**src/rtl/nvseq_pkg.sv**
```systemverilog
`timescale 1ns/1ps
package nvseq_pkg;
   typedef enum logic [1:0] {
      NV_IDLE   = 2'd0,
      NV_STORE  = 2'd1,
      NV_RECALL = 2'd2
   } nv_state_e;

   typedef enum logic [1:0] {
      REQ_NONE   = 2'd0,
      REQ_STORE  = 2'd1,
      REQ_RECALL = 2'd2
   } nv_req_e;
endpackage

```
**src/rtl/nvseq_sync.sv**
```systemverilog
`timescale 1ns/1ps
module nvseq_sync #(
   parameter int          W       = 1,
   parameter int          STAGES  = 2,
   parameter logic [W-1:0] RST_VAL = '0
) (
   input  logic         clk,
   input  logic         rst_n,
   input  logic [W-1:0] d_i,
   output logic [W-1:0] q_o
);
   if (STAGES == 0) begin : g_bypass
      assign q_o = d_i;
   end else begin : g_chain
      logic [W-1:0] stg [STAGES];
      for (genvar i = 0; i < STAGES; i++) begin : g_stage
         if (i == 0) begin : g_first
            always_ff @(posedge clk or negedge rst_n) begin
               if (!rst_n) stg[0] <= RST_VAL;
               else        stg[0] <= d_i;
            end
         end else begin : g_next
            always_ff @(posedge clk or negedge rst_n) begin
               if (!rst_n) stg[i] <= RST_VAL;
               else        stg[i] <= stg[i-1];
            end
         end
      end
      assign q_o = stg[STAGES-1];
   end
endmodule

```
**src/rtl/nvseq_matcher.sv**
```systemverilog
`timescale 1ns/1ps
module nvseq_matcher
   import nvseq_pkg::*;
#(
   parameter int           AW         = 14,
   parameter logic [AW-1:0] UNLK0      = '0,
   parameter logic [AW-1:0] UNLK1      = '0,
   parameter logic [AW-1:0] UNLK2      = '0,
   parameter logic [AW-1:0] UNLK3      = '0,
   parameter logic [AW-1:0] UNLK4      = '0,
   parameter logic [AW-1:0] SEL_STORE  = '0,
   parameter logic [AW-1:0] SEL_RECALL = '1
) (
   input  logic          clk,
   input  logic          rst_n,
   input  logic          clear_i,
   input  logic          evt_i,
   input  logic          rd_i,
   input  logic [AW-1:0] addr_i,
   output nv_req_e       req_o
);
   localparam int STEPS = 5;
   localparam int SW    = $clog2(STEPS + 1);
   localparam logic [AW-1:0] UNLK_TAB [STEPS] = '{UNLK0, UNLK1, UNLK2, UNLK3, UNLK4};

   logic [SW-1:0]    step_q, step_d;
   logic [STEPS-1:0] hit;
   logic [STEPS-1:0] sel;
   logic             step_hit;

   for (genvar i = 0; i < STEPS; i++) begin : g_hit
      assign hit[i] = (addr_i == UNLK_TAB[i]);
   end

   assign sel      = STEPS'(1) << step_q;
   assign step_hit = |(hit & sel);

   always_comb begin
      step_d = step_q;
      req_o  = REQ_NONE;
      if (clear_i) begin
         step_d = '0;
      end else if (evt_i) begin
         if (!rd_i) begin
            step_d = '0;
         end else if (step_q == SW'(STEPS)) begin
            step_d = '0;
            if (addr_i == SEL_STORE)       req_o = REQ_STORE;
            else if (addr_i == SEL_RECALL) req_o = REQ_RECALL;
         end else if (step_hit) begin
            step_d = step_q + SW'(1);
         end else begin
            step_d = '0;
         end
      end
   end

   always_ff @(posedge clk or negedge rst_n) begin
      if (!rst_n) step_q <= '0;
      else        step_q <= step_d;
   end
endmodule

```
**src/rtl/nvseq_cycle_ctrl.sv**
```systemverilog
`timescale 1ns/1ps
module nvseq_cycle_ctrl
   import nvseq_pkg::*;
#(
   parameter int STORE_CYC  = 2_000_000,
   parameter int RECALL_CYC = 4_000
) (
   input  logic    clk,
   input  logic    rst_n,
   input  logic    pwr_ok_i,
   input  nv_req_e req_i,
   output logic    store_act_o,
   output logic    recall_act_o,
   output logic    store_done_o,
   output logic    recall_done_o,
   output logic    store_abort_o
);
   localparam int MAXC = (STORE_CYC > RECALL_CYC) ? STORE_CYC : RECALL_CYC;
   localparam int CW   = $clog2(MAXC + 1);

   nv_state_e     st_q, st_d;
   logic [CW-1:0] cnt_q, cnt_d;
   logic          pwr_q;
   logic          pwr_rise;
   logic          sdone_d, rdone_d, abort_d;

   assign pwr_rise = pwr_ok_i & ~pwr_q;

   always_comb begin
      st_d    = st_q;
      cnt_d   = cnt_q;
      sdone_d = 1'b0;
      rdone_d = 1'b0;
      abort_d = 1'b0;
      unique case (st_q)
         NV_IDLE: begin
            if (pwr_rise || req_i == REQ_RECALL) begin
               st_d  = NV_RECALL;
               cnt_d = CW'(RECALL_CYC - 1);
            end else if (req_i == REQ_STORE && pwr_ok_i) begin
               st_d  = NV_STORE;
               cnt_d = CW'(STORE_CYC - 1);
            end
         end
         NV_STORE: begin
            if (!pwr_ok_i) begin
               st_d    = NV_IDLE;
               abort_d = 1'b1;
            end else if (cnt_q == '0) begin
               st_d    = NV_IDLE;
               sdone_d = 1'b1;
            end else begin
               cnt_d = cnt_q - CW'(1);
            end
         end
         NV_RECALL: begin
            if (cnt_q == '0) begin
               st_d    = NV_IDLE;
               rdone_d = 1'b1;
            end else begin
               cnt_d = cnt_q - CW'(1);
            end
         end
         default: st_d = NV_IDLE;
      endcase
   end

   always_ff @(posedge clk or negedge rst_n) begin
      if (!rst_n) begin
         st_q          <= NV_IDLE;
         cnt_q         <= '0;
         pwr_q         <= 1'b0;
         store_done_o  <= 1'b0;
         recall_done_o <= 1'b0;
         store_abort_o <= 1'b0;
      end else begin
         st_q          <= st_d;
         cnt_q         <= cnt_d;
         pwr_q         <= pwr_ok_i;
         store_done_o  <= sdone_d;
         recall_done_o <= rdone_d;
         store_abort_o <= abort_d;
      end
   end

   assign store_act_o  = (st_q == NV_STORE);
   assign recall_act_o = (st_q == NV_RECALL);
endmodule

```
**src/rtl/nvsram_seq_ctrl.sv**
```systemverilog
`timescale 1ns/1ps
module nvsram_seq_ctrl
   import nvseq_pkg::*;
#(
   parameter int           AW          = 14,
   parameter int           SYNC_STAGES = 2,
   parameter int           STORE_CYC   = 2_000_000,
   parameter int           RECALL_CYC  = 4_000,
   parameter logic [AW-1:0] UNLK0       = AW'(14'h0E38),
   parameter logic [AW-1:0] UNLK1       = AW'(14'h31C7),
   parameter logic [AW-1:0] UNLK2       = AW'(14'h03E0),
   parameter logic [AW-1:0] UNLK3       = AW'(14'h3C1F),
   parameter logic [AW-1:0] UNLK4       = AW'(14'h303F),
   parameter logic [AW-1:0] SEL_STORE   = AW'(14'h0FC0),
   parameter logic [AW-1:0] SEL_RECALL  = AW'(14'h0C63)
) (
   input  logic          clk,
   input  logic          rst_n,
   input  logic [AW-1:0] addr_i,
   input  logic          ce_n_i,
   input  logic          we_n_i,
   input  logic          oe_n_i,
   input  logic          pwr_ok_i,
   output logic          busy_o,
   output logic          store_act_o,
   output logic          recall_act_o,
   output logic          store_done_o,
   output logic          recall_done_o,
   output logic          store_abort_o,
   output logic          dq_oe_o
);
   localparam int BW = AW + 2;
   localparam logic [BW-1:0] BUS_IDLE = {2'b11, {AW{1'b0}}};

   if (SYNC_STAGES < 1) begin : g_bad_sync
      $error("SYNC_STAGES must be at least 1");
   end
   if (STORE_CYC < 1 || RECALL_CYC < 1) begin : g_bad_len
      $error("cycle lengths must be at least 1");
   end
   if (SEL_STORE == SEL_RECALL) begin : g_bad_sel
      $error("store and recall selectors must differ");
   end

   logic [BW-1:0] bus_s;
   logic          ce_s, we_s, ce_prev;
   logic [AW-1:0] addr_s;
   logic          evt;
   nv_req_e       req;

   nvseq_sync #(
      .W       (BW),
      .STAGES  (SYNC_STAGES),
      .RST_VAL (BUS_IDLE)
   ) u_sync (
      .clk   (clk),
      .rst_n (rst_n),
      .d_i   ({ce_n_i, we_n_i, addr_i}),
      .q_o   (bus_s)
   );

   assign {ce_s, we_s, addr_s} = bus_s;

   always_ff @(posedge clk or negedge rst_n) begin
      if (!rst_n) ce_prev <= 1'b1;
      else        ce_prev <= ce_s;
   end

   assign evt = ce_prev & ~ce_s;

   nvseq_matcher #(
      .AW         (AW),
      .UNLK0      (UNLK0),
      .UNLK1      (UNLK1),
      .UNLK2      (UNLK2),
      .UNLK3      (UNLK3),
      .UNLK4      (UNLK4),
      .SEL_STORE  (SEL_STORE),
      .SEL_RECALL (SEL_RECALL)
   ) u_match (
      .clk     (clk),
      .rst_n   (rst_n),
      .clear_i (busy_o | ~pwr_ok_i),
      .evt_i   (evt),
      .rd_i    (we_s),
      .addr_i  (addr_s),
      .req_o   (req)
   );

   nvseq_cycle_ctrl #(
      .STORE_CYC  (STORE_CYC),
      .RECALL_CYC (RECALL_CYC)
   ) u_cyc (
      .clk           (clk),
      .rst_n         (rst_n),
      .pwr_ok_i      (pwr_ok_i),
      .req_i         (req),
      .store_act_o   (store_act_o),
      .recall_act_o  (recall_act_o),
      .store_done_o  (store_done_o),
      .recall_done_o (recall_done_o),
      .store_abort_o (store_abort_o)
   );

   assign busy_o  = store_act_o | recall_act_o;
   assign dq_oe_o = ~busy_o & ~ce_n_i & ~oe_n_i & we_n_i;
endmodule

```
**config.mk**
```make
export PLATFORM = sky130hd
export DESIGN_NAME = nvsram_seq_ctrl
export DESIGN_NICKNAME = d
export VERILOG_FILES = /design/src/rtl/nvseq_pkg.sv /design/src/rtl/nvseq_sync.sv /design/src/rtl/nvseq_matcher.sv /design/src/rtl/nvseq_cycle_ctrl.sv /design/src/rtl/nvsram_seq_ctrl.sv
export SDC_FILE = /design/constraint.sdc
export NUM_CORES = 1
export LEC_CHECK = 0
export BUFFER_PORTS_ARGS = -buffer_cell sky130_fd_sc_hd__buf_2
export CORE_AREA = 2 2 87 68
export CTS_BUF_LIST = sky130_fd_sc_hd__clkbuf_4 sky130_fd_sc_hd__clkbuf_8
export CTS_CLUSTER_SIZE = 24
export DETAILED_ROUTE_END_ITERATION = 16
export DIE_AREA = 0 0 89 70
export GPL_TIMING_DRIVEN = 0
export PLACE_DENSITY = 0.88
export RECOVER_POWER = 25
export SYNTH_ARGS = -nofsm -noshare
export SYNTH_HDL_FRONTEND = slang
export SYNTH_SLANG_ARGS = --single-unit
```
**constraint.sdc**
```tcl
create_clock -name clk -period 2.65 [get_ports clk]
set_input_delay 0 -clock clk [delete_from_list [all_inputs] [get_ports clk]]
set_output_delay 0 -clock clk [all_outputs]
set_load 0.01 [all_outputs]
```
# After elaboration in Yosys (flattened, before gate mapping)
# Cells that the tools add are included.
# totals
ff_bits,63
input_bits,20
output_inout_bits,7
# op_classes
n_addsub,2
eq_ne,14
shift,1
muxes,27
bitwise,14
reduce_logical,8
# ops
operator,count
21-bit two-way mux,4
21-bit case mux with 3 select lines,1
"14-bit by 12-bit equality test with 1-bit output, second input constant",3
"14-bit equality test, second input constant",3
21-bit logical NOT,1
"21-bit by 1-bit subtractor with 21-bit output, second input constant",1
2-bit two-way mux,10
3-bit two-way mux,5
"14-bit by 10-bit equality test with 1-bit output, second input constant",1
1-bit two-way mux,6
1-bit NOT,6
2-bit case mux with 3 select lines,1
1-bit bitwise AND,5
5-bit bitwise AND,1
5-bit OR reduction,1
"1-bit by 3-bit left shift with 5-bit output, first input constant",1
"2-bit by 1-bit equality test with 1-bit output, second input constant",2
"2-bit equality test, second input constant",2
"3-bit by 1-bit adder with 3-bit output, second input constant",1
"3-bit equality test, second input constant",1
"3-bit by 1-bit != test with 1-bit output, second input constant",1
3-bit AND reduction,1
3-bit nonzero test,1
2-bit logical NOT,1
5 further kinds,6

# Logic depth before layout (Yosys ltp)
# depth
ltp_word,12
mapped_depth,10
ltp_nobuf,8

# By module
# Synthesis repeated with hierarchy kept, for this count alone.
# hier_totals
cells_unflattened,296
hier_area_um2,3105.5
# by_module_without_submodules
module,instances,cells_per_inst,area_each_um2
nvseq_cycle_ctrl,1,188,1692.9
nvseq_sync,1,48,925.9
nvseq_matcher,1,54,425.4
nvsram_seq_ctrl,1,6,61.3

# Least setup slack after synthesis
# Ideal clock, no wire load.
# synth_path
kind,flip-flop to flip-flop
from,reg u_cyc.st_q[0]
to,reg u_cyc.cnt_q[11]
setup_time_ns,0.127
arrival_time_ns,2.442
path_slack_ns,0.081
path_stages_with_launch,10
n_path_buf,2
period_less_slack_ns,2.569
path_cell_list,dfrtp_1 -> inv_1 -> ha_1 -> buf_2 -> and4bb_1 -> nand2_1 -> o41ai_4 -> o21ai_2 -> clkbuf_1 -> a221o_2
# synth_between
elab_chain_len,8
# synth_lines
element,line_no,source
start: declaration,nvseq_cycle_ctrl.sv:21,"nv_state_e st_q, st_d;"
start signal: assignment,nvseq_cycle_ctrl.sv:77,st_q <= st_d;
2-bit by 1-bit equality test with 1-bit output or 2-bit equality test (tied branches),"nvseq_cycle_ctrl.sv:86, nvseq_cycle_ctrl.sv:87",
1-bit OR (*),nvsram_seq_ctrl.sv:105,assign busy_o = store_act_o | recall_act_o;
named net busy_o,nvsram_seq_ctrl.sv:24,"output logic busy_o,"
1-bit OR (*),nvsram_seq_ctrl.sv:83,".clear_i (busy_o | ~pwr_ok_i),"
2-bit two-way mux (*),nvseq_matcher.sv:41,if (clear_i) begin
2-bit by 1-bit equality test with 1-bit output or 2-bit equality test (tied branches),"nvseq_cycle_ctrl.sv:40, nvseq_cycle_ctrl.sv:37",
1-bit logical AND or 1-bit logical OR (tied branches),"nvseq_cycle_ctrl.sv:40, nvseq_cycle_ctrl.sv:37",
3-bit by 1-bit != test with 1-bit output (no source line) or 21-bit two-way mux (tied branches),n/a,
3-bit AND reduction (no source line) or 21-bit case mux with 3 select lines (tied branches),n/a,
end signal: assignment,nvseq_cycle_ctrl.sv:78,cnt_q <= cnt_d;
end: declaration,nvseq_cycle_ctrl.sv:22,"logic [CW-1:0] cnt_q, cnt_d;"
# Mark *: on every way through the listed nets, which the timed path passes. The rest lies on a longest branch.
# A chain may end at the register's enable or synchronous reset.

# Worst setup path in the final report
# layout_path
from,reg u_cyc.st_q[0]
to,reg u_cyc.cnt_q[5]
# layout_between
elab_chain_len,8
# layout_lines
element,line_no
2-bit by 1-bit equality test with 1-bit output or 2-bit equality test (tied branches),"nvseq_cycle_ctrl.sv:35, nvseq_cycle_ctrl.sv:86, nvseq_cycle_ctrl.sv:87"
1-bit OR,nvsram_seq_ctrl.sv:105
1-bit OR,nvsram_seq_ctrl.sv:83
2-bit two-way mux,nvseq_matcher.sv:41
2-bit by 1-bit equality test with 1-bit output or 2-bit equality test (tied branches),"nvseq_cycle_ctrl.sv:40, nvseq_cycle_ctrl.sv:37"
1-bit logical AND or 1-bit logical OR (tied branches),"nvseq_cycle_ctrl.sv:40, nvseq_cycle_ctrl.sv:37"
3-bit by 1-bit != test with 1-bit output (no source line) or 21-bit two-way mux (tied branches),n/a
3-bit AND reduction (no source line) or 21-bit case mux with 3 select lines (tied branches),n/a
# Parallel ways exist; a longest one is shown, timed or not.

==> results.cfg <==
[die]
die_w_um = 89
die_area_um2 = 6230
boundaryPins = 27
placement_rows = 24
die_y_um = 70
initial_core_util_pct = 52.3
coreArea_um2 = 5530

[synth]
postSynthNetCount = 290
synth_ff_type = dfrtp_1
synth_warnings = 0
synth.yosys.seq_area_share_pct = 54.8
synth_area_um2 = 2890
synth-edff-count = 0
ys_seq_elements = 63
synthCells = 260
synthArstFlopShare_pct = 100
synth_cell_types = 60
syn_area_per_cell_um2 = 11.1

[cts]
clock_tree.buffer_depth = 2
clk_latency_ns = 0.35
clkSinkCount = 63
cts_root_buf = clkbuf_8
cts.reportedPaths.clkPinSlew_ns = 0.07
numCtsBuffers = 9
cts_tree = done
h-tree-depth = 3

[setup_path]
arrival_ns = 2.81
cp-start-kind = flop
cp-end-kind = flop
cp.required_ns = 2.86
regToRegStartpoint = u_cyc.st_q[0]
path_max_fanout = 8
worstPathCellList = inv_1, ha_4, buf_6, and4bb_2, nand2_2, o41a_1, or3_1, o21ai_0, a21oi_1
path_class = reg2reg
crit_buf_inv = 2
crit_family = simple AND/OR/NAND/NOR gates
r2r_slack_ns = 0.05
reg2regPathDepth = 9
slowest_delay_ns = 0.45
cp_slowest_cell = o41a_1
rr_endpoint = u_cyc.cnt_q[5]

[final_layout]
syn_to_final_growth_pct = 28.3
n_antenna_cell = 0
layout_common_cells = dfrtp_1 (58), buf_2 (22), nand2_1 (19), o21ai_0 (18), dlygate4sd3_1 (18)
fillers = 393
drive_above_1_share_pct = 25.8
final_common_cell = dfrtp_1
fin_util_pct = 67.1
layout.nets = 355

[power_and_ir_drop]
power_w = 0.00313
peakVddDrop_v = 0.000409
p_leak_nw = 1.57
powerDensity_nw_per_um2 = 843

[routing]
routed_wl_mm = 7.17
wl_met2_mm = 3.31
route.detailed.drc = 0
first_iter_violations = 460
routed_via_density = 6.14
drt_pre_antenna_iters = 5
vias = 2505
wire_per_inst_um = 17.6
wl_met1_mm = 3.06
topRoutingLayerUsed = met4
dr_wl_met3_um = 584
drtAntennaViolNets = 0

[timing]
setup_viol = 0
max_freq_mhz = 385
tightest_slew_ns = 0.768
tns_ns = 0
layout_setup_ws_ns = 0.0512
whs_ns = 0.235
period_minus_slack_ns = 2.60
relSlewSlack_pct = 48.8
timing_hold_violations_final = 0
clock_skew_ns = 0.00706
fin_crit_sh_pct = 98.1
finalMaxSlewViolations = 0

[status]
status = finished, final reports clean

[placement]
portBuffers = 26
pre_cts_slack_ns = -0.290
gp_congestion = 0.896
hpwl_mm = 4.35

[global_routing]
grt_overflow = 0
antenna_found_initial = 0
grt_pass1_vias = 2414
grt_pass1_wl_mm = 11.6
grt_usage_pct = 24.7
grt_max_degree = 64

[hold_path]
hp-class = in2out
whs_path_depth = 3
min_from = oe_n_i
hold-path-endpoint = dq_oe_o

[run]
cap_violations = 0
-- through the flow --
step / instances / instance area (um2)
6_report: 408 / 3710
5_1_grt: 408 / 3710
4_1_cts: 400 / 3560
3_5_place_dp: 364 / 3120
3_3_place_gp: 364 / 3120
2_1_floorplan: 260 / 2890
-- final cells by class --
type                            instances  area (um2)  share of cell area [%]
Buffer                                  8        56.3                    1.52
Clock inverter                          7        97.6                    2.63
Tap cell                               78        97.6                    2.63
Timing Repair Buffer                   54         398                    10.7
Multi-Input combinational cell        179        1320                    35.5
Clock buffer                            9         124                    3.34
Sequential cell                        63        1580                    42.7
Inverter                               10        37.5                    1.01
-- synth_stat cells (4+ instances only) --
cell type  instances  area, um2
nand3_1           10       50.1
nand2b_1           6       37.5
nor3_1             9       45.0
nor2_1            11       41.3
a21oi_1            8       40.0
and4_1             4       35.0
and4b_1            4       40.0
dfstp_2            5        131
nand2_1           20       75.1
inv_1             10       37.5
clkbuf_1           6       22.5
nand4_1            7       43.8
o21ai_0           20        100
ha_1              10        125
dfrtp_1           58       1450
o31ai_1            4       30.0
nor2b_1            4       25.0
-- worst min-delay path, stage by stage --
cell     delay, ns
buf_2         0.07
nor4b_1       0.03
buf_2         0.13
-- layer usage --
layer / vias to the layer above / global-route usage, %
met5: - / 0
met4: 0 / 10.9
met3: 33 / 6.97
met2: 168 / 36.8
met1: 1195 / 33.6
li1: 1109 / -
-- power breakdown --
group	switching, W	total (W)	internal [W]
Clock	0.000401	0.000931	0.000530
Combinational	0.000502	0.000931	0.000430
Sequential	0.000160	0.00127	0.00111
Total	0.00106	0.00313	0.00207
-- cell families after synthesis --
| logic type | Yosys count | share of synthesized area [%] |
|---|---|---|
| AO/OA/AOI/OAI | 66 | 16.6 |
| AND/OR/NAND/NOR | 102 | 21.5 |
| flip-flops | 63 | 54.8 |
| adder cells (fa/ha/maj) | 10 | 4.33 |
| multiplexers | 1 | 0.390 |
| buffers and inverters | 18 | 2.42 |
-- repair_timing --
action                                  4_1_cts  5_1_grt
gates resized for setup                       8       19
hold buffers                                 18        0
endpoints found under the hold margin        24        0
setup buffers                                 2        8
endpoints found under the setup margin       21       22
pin swaps                                     3        6
-- state kept, by name, indices dropped and copies added (netlist names) --
register,count
ce_prev,1
u_cyc.cnt_q,21
u_cyc.pwr_q,1
u_cyc.recall_done_o,1
u_cyc.st_q,2
u_cyc.store_abort_o,1
u_cyc.store_done_o,1
u_match.step_q,3
u_sync.g_chain.stg,16
u_sync.q_o,16
-- how the worst max path moves through the flow --
| stage | from | endpoint | slack [ns] | depth (start not counted) |
|---|---|---|---|---|
| floorplan | u_cyc.st_q[0] | u_cyc.cnt_q[11] | 0.08 | 9 |
| global placement | u_cyc.st_q[0] | u_cyc.cnt_q[9] | -0.23 | 10 |
| detailed placement | u_cyc.st_q[0] | u_cyc.cnt_q[9] | -0.29 | 10 |
| CTS | u_cyc.st_q[1] | u_cyc.cnt_q[18] | 0.007 | 10 |
| global route | u_cyc.st_q[0] | u_cyc.cnt_q[9] | -0.02 | 9 |
| finish | u_cyc.st_q[0] | u_cyc.cnt_q[5] | 0.05 | 9 |
(Power assumes the default switching activity.)
